===== src/rtl/oc_pkg.sv =====
package oc_pkg;
    typedef enum logic [2:0] {
        OC_IDLE,
        OC_GATHER,
        OC_OFFER,
        OC_EXEC,
        OC_DRAIN
    } oc_state_e;
endpackage


===== src/rtl/oc_rd_slot.sv =====
module oc_rd_slot #(
    parameter int DATA_W = 64
) (
    input  logic              clk,
    input  logic              rst_n,
    input  logic              arm_i,
    input  logic              need_i,
    input  logic              go_i,
    input  logic [DATA_W-1:0] data_i,
    output logic              pend_o,
    output logic [DATA_W-1:0] val_o
);
    typedef struct packed {
        logic              pend;
        logic [DATA_W-1:0] val;
    } slot_t;

    slot_t slot_d, slot_q;

    always_comb begin
        slot_d = slot_q;
        if (arm_i) begin
            slot_d.pend = need_i;
            slot_d.val  = '0;
        end else if (go_i && slot_q.pend) begin
            slot_d.pend = 1'b0;
            slot_d.val  = data_i;
        end
    end

    always_ff @(posedge clk or negedge rst_n) begin
        if (!rst_n) slot_q <= '0;
        else        slot_q <= slot_d;
    end

    assign pend_o = slot_q.pend;
    assign val_o  = slot_q.val;
endmodule


===== src/rtl/oc_wr_slot.sv =====
module oc_wr_slot #(
    parameter int DATA_W = 64
) (
    input  logic              clk,
    input  logic              rst_n,
    input  logic              arm_i,
    input  logic              ok_i,
    input  logic [DATA_W-1:0] res_i,
    input  logic              go_i,
    output logic              req_o,
    output logic [DATA_W-1:0] data_o
);
    typedef struct packed {
        logic              req;
        logic [DATA_W-1:0] data;
    } slot_t;

    slot_t slot_d, slot_q;

    always_comb begin
        slot_d = slot_q;
        if (arm_i) begin
            slot_d.req  = ok_i;
            slot_d.data = res_i;
        end else if (go_i && slot_q.req) begin
            slot_d.req = 1'b0;
        end
    end

    always_ff @(posedge clk or negedge rst_n) begin
        if (!rst_n) slot_q <= '0;
        else        slot_q <= slot_d;
    end

    assign req_o  = slot_q.req;
    assign data_o = slot_q.data;
endmodule


===== src/rtl/opnd_collector.sv =====
module opnd_collector #(
    parameter int NUM_RD = 3,
    parameter int NUM_WR = 2,
    parameter int DATA_W = 64,
    parameter int OP_W   = 16,
    parameter int CIA_W  = 64
) (
    input  logic                     clk,
    input  logic                     rst_n,
    input  logic                     issue_i,
    input  logic [NUM_RD-1:0]        issue_mask_i,
    input  logic [OP_W-1:0]          issue_op_i,
    input  logic [CIA_W-1:0]         issue_cia_i,
    output logic                     busy_o,
    output logic [NUM_RD-1:0]        rd_req_o,
    input  logic [NUM_RD-1:0]        rd_go_i,
    input  logic [NUM_RD*DATA_W-1:0] rd_data_i,
    output logic                     pipe_valid_o,
    input  logic                     pipe_ready_i,
    output logic [OP_W-1:0]          pipe_op_o,
    output logic [CIA_W-1:0]         pipe_cia_o,
    output logic [NUM_RD*DATA_W-1:0] pipe_opnd_o,
    input  logic                     res_valid_i,
    input  logic [NUM_WR-1:0]        res_ok_i,
    input  logic [NUM_WR*DATA_W-1:0] res_data_i,
    output logic [NUM_WR-1:0]        wr_req_o,
    input  logic [NUM_WR-1:0]        wr_go_i,
    output logic [NUM_WR*DATA_W-1:0] wr_data_o
);
    import oc_pkg::*;

    typedef struct packed {
        oc_state_e        st;
        logic [OP_W-1:0]  op;
        logic [CIA_W-1:0] cia;
    } ctl_t;

    ctl_t ctl_d, ctl_q;

    logic              issue_take;
    logic              res_take;
    logic [NUM_RD-1:0] rd_left;
    logic [NUM_WR-1:0] wr_left;

    assign issue_take = issue_i && (ctl_q.st == OC_IDLE);
    assign res_take   = res_valid_i && (ctl_q.st == OC_EXEC);
    assign rd_left    = rd_req_o & ~rd_go_i;
    assign wr_left    = wr_req_o & ~wr_go_i;

    always_comb begin
        ctl_d = ctl_q;
        unique case (ctl_q.st)
            OC_IDLE: begin
                if (issue_i) begin
                    ctl_d.op  = issue_op_i;
                    ctl_d.cia = issue_cia_i;
                    ctl_d.st  = (issue_mask_i == '0) ? OC_OFFER : OC_GATHER;
                end
            end
            OC_GATHER: begin
                if (rd_left == '0) ctl_d.st = OC_OFFER;
            end
            OC_OFFER: begin
                if (pipe_ready_i) ctl_d.st = OC_EXEC;
            end
            OC_EXEC: begin
                if (res_valid_i) ctl_d.st = (res_ok_i == '0) ? OC_IDLE : OC_DRAIN;
            end
            OC_DRAIN: begin
                if (wr_left == '0) ctl_d.st = OC_IDLE;
            end
            default: ctl_d.st = OC_IDLE;
        endcase
    end

    always_ff @(posedge clk or negedge rst_n) begin
        if (!rst_n) begin
            ctl_q.st  <= OC_IDLE;
            ctl_q.op  <= '0;
            ctl_q.cia <= '0;
        end else begin
            ctl_q <= ctl_d;
        end
    end

    for (genvar i = 0; i < NUM_RD; i++) begin : g_rd
        oc_rd_slot #(.DATA_W(DATA_W)) u_slot (
            .clk    (clk),
            .rst_n  (rst_n),
            .arm_i  (issue_take),
            .need_i (issue_mask_i[i]),
            .go_i   (rd_go_i[i]),
            .data_i (rd_data_i[i*DATA_W +: DATA_W]),
            .pend_o (rd_req_o[i]),
            .val_o  (pipe_opnd_o[i*DATA_W +: DATA_W])
        );
    end

    for (genvar j = 0; j < NUM_WR; j++) begin : g_wr
        oc_wr_slot #(.DATA_W(DATA_W)) u_slot (
            .clk    (clk),
            .rst_n  (rst_n),
            .arm_i  (res_take),
            .ok_i   (res_ok_i[j]),
            .res_i  (res_data_i[j*DATA_W +: DATA_W]),
            .go_i   (wr_go_i[j]),
            .req_o  (wr_req_o[j]),
            .data_o (wr_data_o[j*DATA_W +: DATA_W])
        );
    end

    assign busy_o       = (ctl_q.st != OC_IDLE);
    assign pipe_valid_o = (ctl_q.st == OC_OFFER);
    assign pipe_op_o    = ctl_q.op;
    assign pipe_cia_o   = ctl_q.cia;
endmodule


===== config.mk =====
export PLATFORM = sky130hd
export DESIGN_NAME = opnd_collector
export DESIGN_NICKNAME = d
export VERILOG_FILES = /design/src/rtl/oc_pkg.sv /design/src/rtl/oc_rd_slot.sv /design/src/rtl/oc_wr_slot.sv /design/src/rtl/opnd_collector.sv
export SDC_FILE = /design/constraint.sdc
export NUM_CORES = 1
export LEC_CHECK = 0
export ABC_AREA = 1
export BUFFER_PORTS_ARGS = -buffer_cell sky130_fd_sc_hd__buf_4
export CORE_AREA = 2 2 323 325
export DETAILED_ROUTE_END_ITERATION = 12
export DIE_AREA = 0 0 325 327
export HOLD_SLACK_MARGIN = 0.08
export MAX_ROUTING_LAYER = met4
export PLACE_DENSITY_LB_ADDON = 0.08
export SETUP_SLACK_MARGIN = 0.1
export SLEW_MARGIN = 20
export SYNTH_ARGS = -nofsm -noshare
export SYNTH_HDL_FRONTEND = slang
export SYNTH_SLANG_ARGS = --single-unit

===== constraint.sdc =====
create_clock -name clk -period 2 [get_ports clk]
set_input_delay 0.2 -clock clk [delete_from_list [all_inputs] [get_ports clk]]
set_output_delay 0.2 -clock clk [all_outputs]
set_load 0.005 [all_outputs]

==> results of run 1 <==
final cells by class:
| class | count | area (um^2) |
|---|---|---|
| multi-input combinational | 645 | 4820 |
| clock inverter | 13 | 158 |
| timing repair buffer | 1278 | 10900 |
| fill | 10900 | 71900 |
| inverter | 403 | 1510 |
| antenna | 10 | 25.0 |
| clock buffer | 84 | 1610 |
| sequential | 408 | 10200 |
| tap | 1380 | 1730 |
sequential cells by signal (all words and copies together), names as in the netlist:
register	count
g_wr.u_slot.data_o	128
g_rd.u_slot.val_o	192
g_wr.u_slot.req_o	2
pipe_cia_o	64
g_rd.u_slot.pend_o	3
pipe_op_o	16
ctl_q	3
logic make-up (layout without fill, tap and decap cells):
family	Yosys count	count (layout)	synth area share, %
DFF	408	408	58.1
muxes	208	208	14.8
and+or+nand+nor	237	237	5.27
other	0	10	0
AOI/OAI and AO/OA	200	200	7.10
buffers and inverters	571	1778	14.7
metal layers:
layer | GRT usage [%] | up-vias | wire [um]
met4 | 5.13 | 0 | 2530
li1 | - | 7369 | -
met2 | 25.1 | 509 | 38700
met3 | 4.31 | 117 | 5130
met1 | 14.8 | 7428 | 28400
met5 | - | - | 0
metrics by stage:
step	utilization, %	setup WS (ns)	total power [W]	cell area, um^2
after floorplan	-	0.521	0.0236	17600
after global placement	24.3	0.144	0.0336	25000
after detailed placement	24.3	0.118	0.0337	25000
after CTS	30.0	0.112	0.0447	30900
after global routing	30.1	0.118	0.0469	31000
final	30.1	0.221	0.0437	31000
report_power, final:
group          internal (W)  total [W]  switching (W)
Combinational        0.0105     0.0190        0.00851
Sequential           0.0124     0.0149        0.00242
Clock               0.00587    0.00985        0.00398
Total                0.0288     0.0437         0.0149
cells in the final DEF (no fill, tap or decap), drive strengths merged, types with 2 or more instances in the layout:
cell,count
diode,10
mux2,208
clkinv,5
a21oi,2
a31oi,192
nand3,8
buf,864
or2,3
clkbuf,84
dlygate4sd3,414
dfrtp,408
nor2,198
inv,407
o22ai,3
bufinv,3
o21ai,2
nand2,25
worst paths after layout:
kind / from / to / slack (ns) / cells after the start
max reg2reg: ctl_q[80]$_DFFE_PN0P_ / g_rd[0].u_slot.val_o[10]$_DFFE_PN0P_ / 0.22 / 6
min: rd_go_i[1] / ctl_q[82]$_DFFE_PN0P_ / 0.21 / 6
min in group asynchronous: rst_n / pipe_cia_o[6]$_DFFE_PN0P_ / 0.31 / 3
max: ctl_q[80]$_DFFE_PN0P_ / g_rd[0].u_slot.val_o[10]$_DFFE_PN0P_ / 0.22 / 6
max in group asynchronous: rst_n / g_rd[2].u_slot.val_o[15]$_DFFE_PN0P_ / 0.63 / 3
min reg2reg: pipe_cia_o[47]$_DFFE_PN0P_ / pipe_cia_o[47]$_DFFE_PN0P_ / 0.49 / 1
critical path: stages (launching register included):
cell     delay, ns
dfrtp_1       0.43
nor2_2        0.21
nand3_4       0.17
buf_4         0.19
buf_12        0.17
a31oi_1       0.28
inv_1         0.07
timing repair:
action | CTS | global route
setup buffers | 0 | 5
hold buffers | 415 | 0
resized for setup | 0 | 4
endpoints found under the hold margin | 773 | 0
setup endpoints to repair | 0 | 136
==> reports/metrics.cfg, run 1 <==
[sta]
clock_skew_ns = 0.0129
holdWs_ns = 0.212
finalMaxSlewViolations = 0
fmax_ghz = 0.562
min_period_over_period_pct = 88.9
setup_viol = 0
post-route-min-period_ns = 1.78
tightest_slew_ns = 0.896
relSlewSlack_pct = 40.3
rsz0062_at_grt = false
report.final.hold_viol_count = 0
fin_setup_tns_ns = 0

[placement]
detailed_place_hpwl_um = 54800
place_inst = 3694
place_congestion = 0.759
portBuffers = 821

[cts]
root_buffer = clkbuf_16
insertion_delay_ns = 0.63
cts_tree = built
cts_made_buffers = 55
clkSinkCount = 408
cts_buffer_depth = 3
cts-htree-levels = 2
clk_pin_slew_ns = 0.05

[critical_path]
cp-start-kind = flip-flop
critPathMaxFanout = 72
path_class = flip-flop to flip-flop
crit_required_ns = 2.50
end_kind = flip-flop
cp_data_arrival_time_ns = 2.28

[detailed_routing]
postRouteAntennaNets = 0
viasPerCell = 3.65
routed_wl_um = 74800
drt-initial-drc-count = 567
drt-pass1-iter-count = 5
drc_errors = 0
wl_per_cell_um = 17.7
vias = 15400

[floorplanning]
fp.dieW_um = 325
rows = 118
coreArea_um2 = 103000
ios = 822
dieArea_um2 = 106000
dieHeight_um = 327
start_util_pct = 17.1

[synthesis]
synthArstFlopShare_pct = 100
synth-seq-cells = 408
synth_top_area_share_pct = 58.1
synth.area.top_cells = dfrtp_1 (58%), inv_1 (8.5%), a31oi_1 (6.8%)
synth_area_per_cell_um2 = 10.8
ys_seq_area_share_pct = 58.1
synth_edf_count = 0
yosysUniqueCellTypes = 26
synth_top_cell_by_area = dfrtp_1
post_synth_instance_area_um2 = 17600
synth_nets = 2039
syn_inst = 1624
synthTopCellsByCount = dfrtp_1 (408), inv_1 (399), nor2_1 (196)
ys.flop_type = dfrtp_1
synth_most_common_cell = dfrtp_1
yosys_warnings = 0

[global_routing]
overflow = 0
grt_max_degree = 73
antenna_found_initial = 11
grt_pass1_vias = 16800
track_usage_pct = 14.2
grt_pass1_wl_um = 110000

[pwr]
vdd_drop_max_uv = 674
pwr_density_cell_nw_per_um2 = 1410
power_leakage_nw = 16.2

[finish]
nNetsFinal = 3206
final_cells = 4221
syn2layout_area_growth_pct = 76.2
drive_gt1_share_pct = 39.5

[status]
status = complete, no violations

[flow_run]
maxCapViolations = 0

[min_path]
hold_path.class = input pin to flip-flop

Note: power is estimated with default switching activity, not from simulation.
==> run 2, diff against run 1 <==
--- a/config.mk
+++ b/config.mk
@@ -8,6 +8,7 @@
 export ABC_AREA = 1
 export BUFFER_PORTS_ARGS = -buffer_cell sky130_fd_sc_hd__buf_4
 export CORE_AREA = 2 2 323 325
+export CTS_BUF_LIST = sky130_fd_sc_hd__clkbuf_16
 export DETAILED_ROUTE_END_ITERATION = 12
 export DIE_AREA = 0 0 325 327
 export HOLD_SLACK_MARGIN = 0.08
==> reports/metrics.cfg, run 2 (synthesis gave the netlist of run 1 again) <==
[status]
status = complete, no violations

[finish]
fin_area_um2 = 30800  ; -0.40%
nNetsFinal = 3206  ; unchanged
final_util_pct = 30.0  ; -0.12 points
final_cell_mix = buf_4 (841), inv_1 (416), dlygate4sd3_1 (414), dfrtp_1 (408), nor2_1 (195)
syn2layout_area_growth_pct = 75.5
drive_gt1_share_pct = 39.0  ; -0.42 points
final_common_cell = buf_4
largest_reg_flops = 192  ; unchanged

[placement]
detailed_place_hpwl_um = 54800  ; unchanged
place_congestion = 0.759  ; unchanged
portBuffers = 821  ; unchanged
placed_area_um2 = 25000  ; unchanged

[detailed_routing]
wl_per_cell_um = 17.8  ; +0.21%
drt-pass1-iter-count = 5  ; unchanged
postRouteAntennaNets = 0  ; unchanged
drc_errors = 0  ; unchanged
vias = 15400  ; +0.078%
viasPerCell = 3.66  ; +0.10%
drt-initial-drc-count = 557  ; -1.8%
routed_wl_um = 74900  ; +0.19%

[cts]
cts-htree-levels = 2  ; unchanged
clkSinkCount = 408  ; unchanged
cts_tree = built
cts_buffer_depth = 3  ; unchanged
root_buffer = clkbuf_16
insertion_delay_ns = 0.63  ; about the same
cts_made_buffers = 55  ; unchanged
clk_pin_slew_ns = 0.06  ; about the same

[global_routing]
track_usage_pct = 14.1  ; about the same
overflow = 0  ; unchanged
antenna_found_initial = 10  ; -1
grt_max_degree = 73  ; unchanged
grt_pass1_vias = 16800  ; -0.018%
grt_pass1_wl_um = 110000  ; about the same

[sta]
setup_viol = 0  ; unchanged
relSlewSlack_pct = 40.6  ; +0.30 points
fmax_ghz = 0.561  ; -0.16%
post-route-min-period_ns = 1.78  ; +0.00289 ns
clock_skew_ns = 0.0145  ; +0.00162 ns
rsz0062_at_grt = false
tightest_slew_ns = 0.891  ; -0.00457 ns
holdWs_ns = 0.213  ; +0.00126 ns
report.final.hold_viol_count = 0  ; unchanged
finalMaxSlewViolations = 0  ; unchanged
fin_setup_tns_ns = 0  ; unchanged
min_period_over_period_pct = 89.1  ; +0.14 points

[min_path]
hp-start = rd_go_i[1]
hold_path.class = input pin to flip-flop

[pwr]
power_leakage_nw = 16.2  ; about the same
p_sw_share_pct = 34.5  ; +0.44 points
pwr_density_cell_nw_per_um2 = 1400  ; -0.86%
power_w = 0.0431  ; -1.3%
internal-power_w = 0.0282  ; -1.9%
vdd_drop_max_uv = 677  ; +0.44%
power_switching_w = 0.0149  ; about the same
pwr-share-seq_pct = 34.5  ; +0.5 points
clock_power_share_pct = 21.5  ; -1.0 points
combinationalPowerShare_pct = 44.0  ; +0.6 points

[flow_run]
maxCapViolations = 0  ; unchanged

[floorplanning]
rows = 118  ; unchanged
ios = 822  ; unchanged
dieHeight_um = 327  ; unchanged
coreArea_um2 = 103000  ; unchanged
fp.dieW_um = 325  ; unchanged
dieArea_um2 = 106000  ; unchanged
start_util_pct = 17.1  ; unchanged

[critical_path]
critPathMaxFanout = 72  ; unchanged
cp_data_arrival_time_ns = 2.28  ; about the same
path_class = flip-flop to flip-flop
rr_startpoint = ctl_q[80]$_DFFE_PN0P_
end_kind = flip-flop
startpoint = ctl_q[80]$_DFFE_PN0P_
crit_required_ns = 2.50  ; about the same
cp-start-kind = flip-flop

run 2: changes by cell type in the layout (fill, tap and decap cells not counted), sizes merged:
cell	previous run	this run
clkinv	5	17
diode	10	9
inv	407	424
clkbuf	84	55
run 2: worst paths after layout:
path	depth (start not counted)	slack, ns	to
max	6	0.22	g_rd[0].u_slot.val_o[10]$_DFFE_PN0P_
min	6	0.21	ctl_q[82]$_DFFE_PN0P_
max reg2reg	6	0.22	g_rd[0].u_slot.val_o[10]$_DFFE_PN0P_
min reg2reg	1	0.49	pipe_cia_o[47]$_DFFE_PN0P_
max in group asynchronous	3	0.66	g_rd[2].u_slot.val_o[15]$_DFFE_PN0P_
min in group asynchronous	3	0.30	pipe_cia_o[6]$_DFFE_PN0P_
run 2: area by class of cell:
| cell class | count | area (um^2) |
|---|---|---|
| Clock inverter | 42 | 267 |
| Antenna cell | 9 | 22.5 |
| Multi-Input combinational cell | 645 | 4820 |
| Timing Repair Buffer | 1278 | 10900 |
| Fill cell | 10900 | 72100 |
| Clock buffer | 55 | 1380 |
| Inverter | 403 | 1510 |
| Sequential cell | 408 | 10200 |
| Tap cell | 1380 | 1730 |
run 2: metal layers:
layer	up-vias	wire length, um	global-route usage (%)
li1	7367	-	-
met1	7452	28500	14.8
met2	505	39000	25.2
met3	111	5060	4.25
met4	0	2360	4.94
met5	-	0	-
run 2: power groups by stage:
stage	registers, W	logic [W]	clock network (W)
2_1_floorplan	0.0148	0.00878	0
3_3_place_gp	0.0149	0.0187	0
3_5_place_dp	0.0150	0.0187	0
4_1_cts	0.0149	0.0195	0.00975
5_1_grt	0.0155	0.0208	0.0101
6_report	0.0149	0.0190	0.00929
run 2: worst max-delay path, cell delays in order, from the launching register on:
cell and delay [ns]:
dfrtp_1 0.43, nor2_2 0.21, nand3_4 0.17, buf_4 0.19
buf_12 0.17, a31oi_1 0.28, inv_1 0.06
run 2: per-stage QoR:
step,instances,worst slack (ns)
final,4220,0.218
after floorplan,1624,0.521
after global placement,3694,0.144
after detailed placement,3694,0.118
after CTS,4206,0.112
after global routing,4220,0.118
run 2: what timing repair did:
| action | in CTS | in global routing |
|---|---|---|
| buffers inserted | 0 | 5 |
| gates resized for setup | 0 | 4 |
| hold endpoints to repair | 773 | 0 |
| setup endpoints to repair | 0 | 136 |
| hold buffers | 415 | 0 |
==> run 3, diff against run 2 <==
--- a/config.mk
+++ b/config.mk
@@ -7,10 +7,10 @@
 export LEC_CHECK = 0
 export ABC_AREA = 1
 export BUFFER_PORTS_ARGS = -buffer_cell sky130_fd_sc_hd__buf_4
-export CORE_AREA = 2 2 323 325
+export CORE_AREA = 2 2 321 323
 export CTS_BUF_LIST = sky130_fd_sc_hd__clkbuf_16
 export DETAILED_ROUTE_END_ITERATION = 12
-export DIE_AREA = 0 0 325 327
+export DIE_AREA = 0 0 323 325
 export HOLD_SLACK_MARGIN = 0.08
 export MAX_ROUTING_LAYER = met4
 export PLACE_DENSITY_LB_ADDON = 0.08
==> reports/metrics.cfg, run 3 (synthesis gave the netlist of run 1 again) <==
[detailed_routing]
drc_errors = 0  ; unchanged
drt-pass1-iter-count = 5  ; unchanged
vias = 15400  ; -0.052%
drt-initial-drc-count = 508  ; -8.8%
postRouteAntennaNets = 0  ; unchanged
viasPerCell = 3.65  ; -0.26%
wl_per_cell_um = 17.3  ; -2.4%
routed_wl_um = 73300  ; -2.2%

[sta]
clock_skew_ns = 0.0198  ; +0.00520 ns
relSlewSlack_pct = 47.9  ; +7.3 points
fmax_ghz = 0.552  ; -1.6%
min_period_over_period_pct = 90.5  ; +1.5 points
fin_setup_tns_ns = 0  ; unchanged
setup_viol = 0  ; unchanged
rsz0062_at_grt = true
tightest_slew_ns = 0.779  ; -0.112 ns
report.final.hold_viol_count = 0  ; unchanged
finalMaxSlewViolations = 0  ; unchanged
post-route-min-period_ns = 1.81  ; +0.0292 ns

[placement]
portBuffers = 821  ; unchanged
placed_area_um2 = 25100  ; +0.58%
place_congestion = 0.748  ; -1.4%
detailed_place_hpwl_um = 52900  ; -3.4%
place_inst = 3694  ; unchanged

[status]
status = complete, no violations

[finish]
largest_reg_flops = 192  ; unchanged
final_cells = 4229  ; +0.21%
fin_area_um2 = 31100  ; +0.88%
final_common_cell = buf_4
final_util_pct = 30.7  ; +0.74 points
nNetsFinal = 3221  ; +0.47%
final_cell_mix = buf_4 (841), dlygate4sd3_1 (417), inv_1 (415), dfrtp_1 (408), nor2_1 (195)
drive_gt1_share_pct = 39.3  ; +0.27 points
syn2layout_area_growth_pct = 77.0

[global_routing]
track_usage_pct = 13.9  ; -0.30 points
overflow = 0  ; unchanged
grt_max_degree = 87  ; +19%
antenna_found_initial = 11  ; +1
grt_pass1_vias = 16700  ; -0.66%
grt_pass1_wl_um = 107000  ; -2.5%

[pwr]
combinationalPowerShare_pct = 44.7  ; +0.7 points
clock_power_share_pct = 21.3  ; -0.2 points
pwr_density_cell_nw_per_um2 = 1400  ; about the same
internal-power_w = 0.0285  ; +0.98%
power_w = 0.0435  ; +0.86%
p_sw_share_pct = 34.5  ; -0.083 points
power_leakage_nw = 16.3  ; +0.96%
power_switching_w = 0.0150  ; +0.61%
pwr-share-seq_pct = 34.0  ; -0.5 points
vdd_drop_max_uv = 608  ; -10%

[cts]
clk_pin_slew_ns = 0.06  ; about the same
insertion_delay_ns = 0.63  ; about the same
cts_buffer_depth = 3  ; unchanged
cts_made_buffers = 55  ; unchanged
clkSinkCount = 408  ; unchanged
root_buffer = clkbuf_16
cts_tree = built
cts-htree-levels = 2  ; unchanged

[critical_path]
r2r_cells = 8  ; +2
rr_startpoint = ctl_q[81]$_DFFE_PN0P_
cpMostUsedCell = nand2_1
crit_required_ns = 2.56  ; +0.06 ns
critPathBufInv = 3  ; unchanged
reg2reg_to = ctl_q[81]$_DFFE_PN0P_
path_delay_family = buffers and inverters
cp_slowest_cell = dlygate4sd3_1
path_class = flip-flop to flip-flop
worstPathCellList = buf_6 -> nand2_1 -> nor2_4 -> buf_4 -> nand2_1 -> and2_1 -> dlygate4sd3_1 -> nand2_1
end_kind = flip-flop
critPathMaxFanout = 4  ; -94%
cp_data_arrival_time_ns = 2.37  ; +0.09 ns
max_stage_delay_ns = 0.56  ; +0.13 ns
reg2reg_slack_ns = 0.19  ; -0.03 ns
cp-start-kind = flip-flop

[floorplanning]
dieArea_um2 = 105000  ; -1.2%
ios = 822  ; unchanged
dieHeight_um = 325  ; -0.61%
rows = 117  ; -0.85%
coreArea_um2 = 101000  ; -1.6%
start_util_pct = 17.4  ; +0.27 points
fp.dieW_um = 323  ; -0.62%

[min_path]
hp-start = rd_go_i[1]
hold_end = g_rd[1].u_slot.val_o[58]$_DFFE_PN0P_
hold_path.class = input pin to flip-flop
min_path_cells = 5  ; -1

[flow_run]
maxCapViolations = 0  ; unchanged

[run 3: how the worst max path moves through the flow]
stage | start | slack, ns | end | cells past startpoint
6_report | ctl_q[81]$_DFFE_PN0P_ | 0.19 | ctl_q[81]$_DFFE_PN0P_ | 8
5_1_grt | ctl_q[80]$_DFFE_PN0P_ | 0.09 | g_rd[1].u_slot.val_o[35]$_DFFE_PN0P_ | 9
4_1_cts | ctl_q[82]$_DFFE_PN0P_ | 0.13 | pipe_valid_o | 5
3_5_place_dp | ctl_q[80]$_DFFE_PN0P_ | 0.15 | pipe_op_o[8]$_DFFE_PN0P_ | 6
3_3_place_gp | ctl_q[82]$_DFFE_PN0P_ | 0.18 | pipe_cia_o[5]$_DFFE_PN0P_ | 6
2_1_floorplan | ctl_q[80]$_DFFE_PN0P_ | 0.52 | pipe_cia_o[34]$_DFFE_PN0P_ | 5
[run 3: power groups by stage]
stage	Clock [W]	Sequential [W]	Combinational (W)
CTS	0.00975	0.0148	0.0197
global route	0.0101	0.0153	0.0214
global placement	0	0.0148	0.0189
finish	0.00928	0.0148	0.0194
detailed placement	0	0.0149	0.0189
floorplan	0	0.0148	0.00878
[run 3: tightest hold or removal path, delay by kind of cell]
kind / cells / cell delay, ns
and+or+nand+nor: 1 / 0.10
buffers and inverters: 3 / 0.37
AOI/OAI and AO/OA: 1 / 0.12
[run 3: area by class of cell]
type,count,area [um^2]
clock inverters,45,260
fillers,10700,70200
inverters,403,1510
flip-flops and latches,408,10200
repair buffers,1293,11200
clock buffers,56,1400
diodes,11,27.5
well taps,1368,1710
multi-input cells,645,4820
[run 3: stage by stage]
stage          hold slack [ns]  setup slack (ns)
2_1_floorplan          -0.0956             0.521
3_3_place_gp            0.0671             0.179
3_5_place_dp            0.0670             0.150
4_1_cts                  0.189             0.130
5_1_grt                  0.210            0.0895
6_report                 0.210             0.189
[run 3: layer usage]
| layer | GRT usage, % | routed length (um) |
|---|---|---|
| met5 | - | 0 |
| met4 | 4.28 | 2170 |
| met3 | 5.16 | 6550 |
| met2 | 23.3 | 36300 |
| met1 | 15.1 | 28300 |
[run 3: repair_timing]
| action | CTS | global route |
|---|---|---|
| hold buffers | 417 | 0 |
| gates resized for setup | 0 | 9 |
| endpoints found under the setup margin | 0 | 92 |
| buffers inserted | 0 | 3 |
| hold endpoints to repair | 816 | 0 |
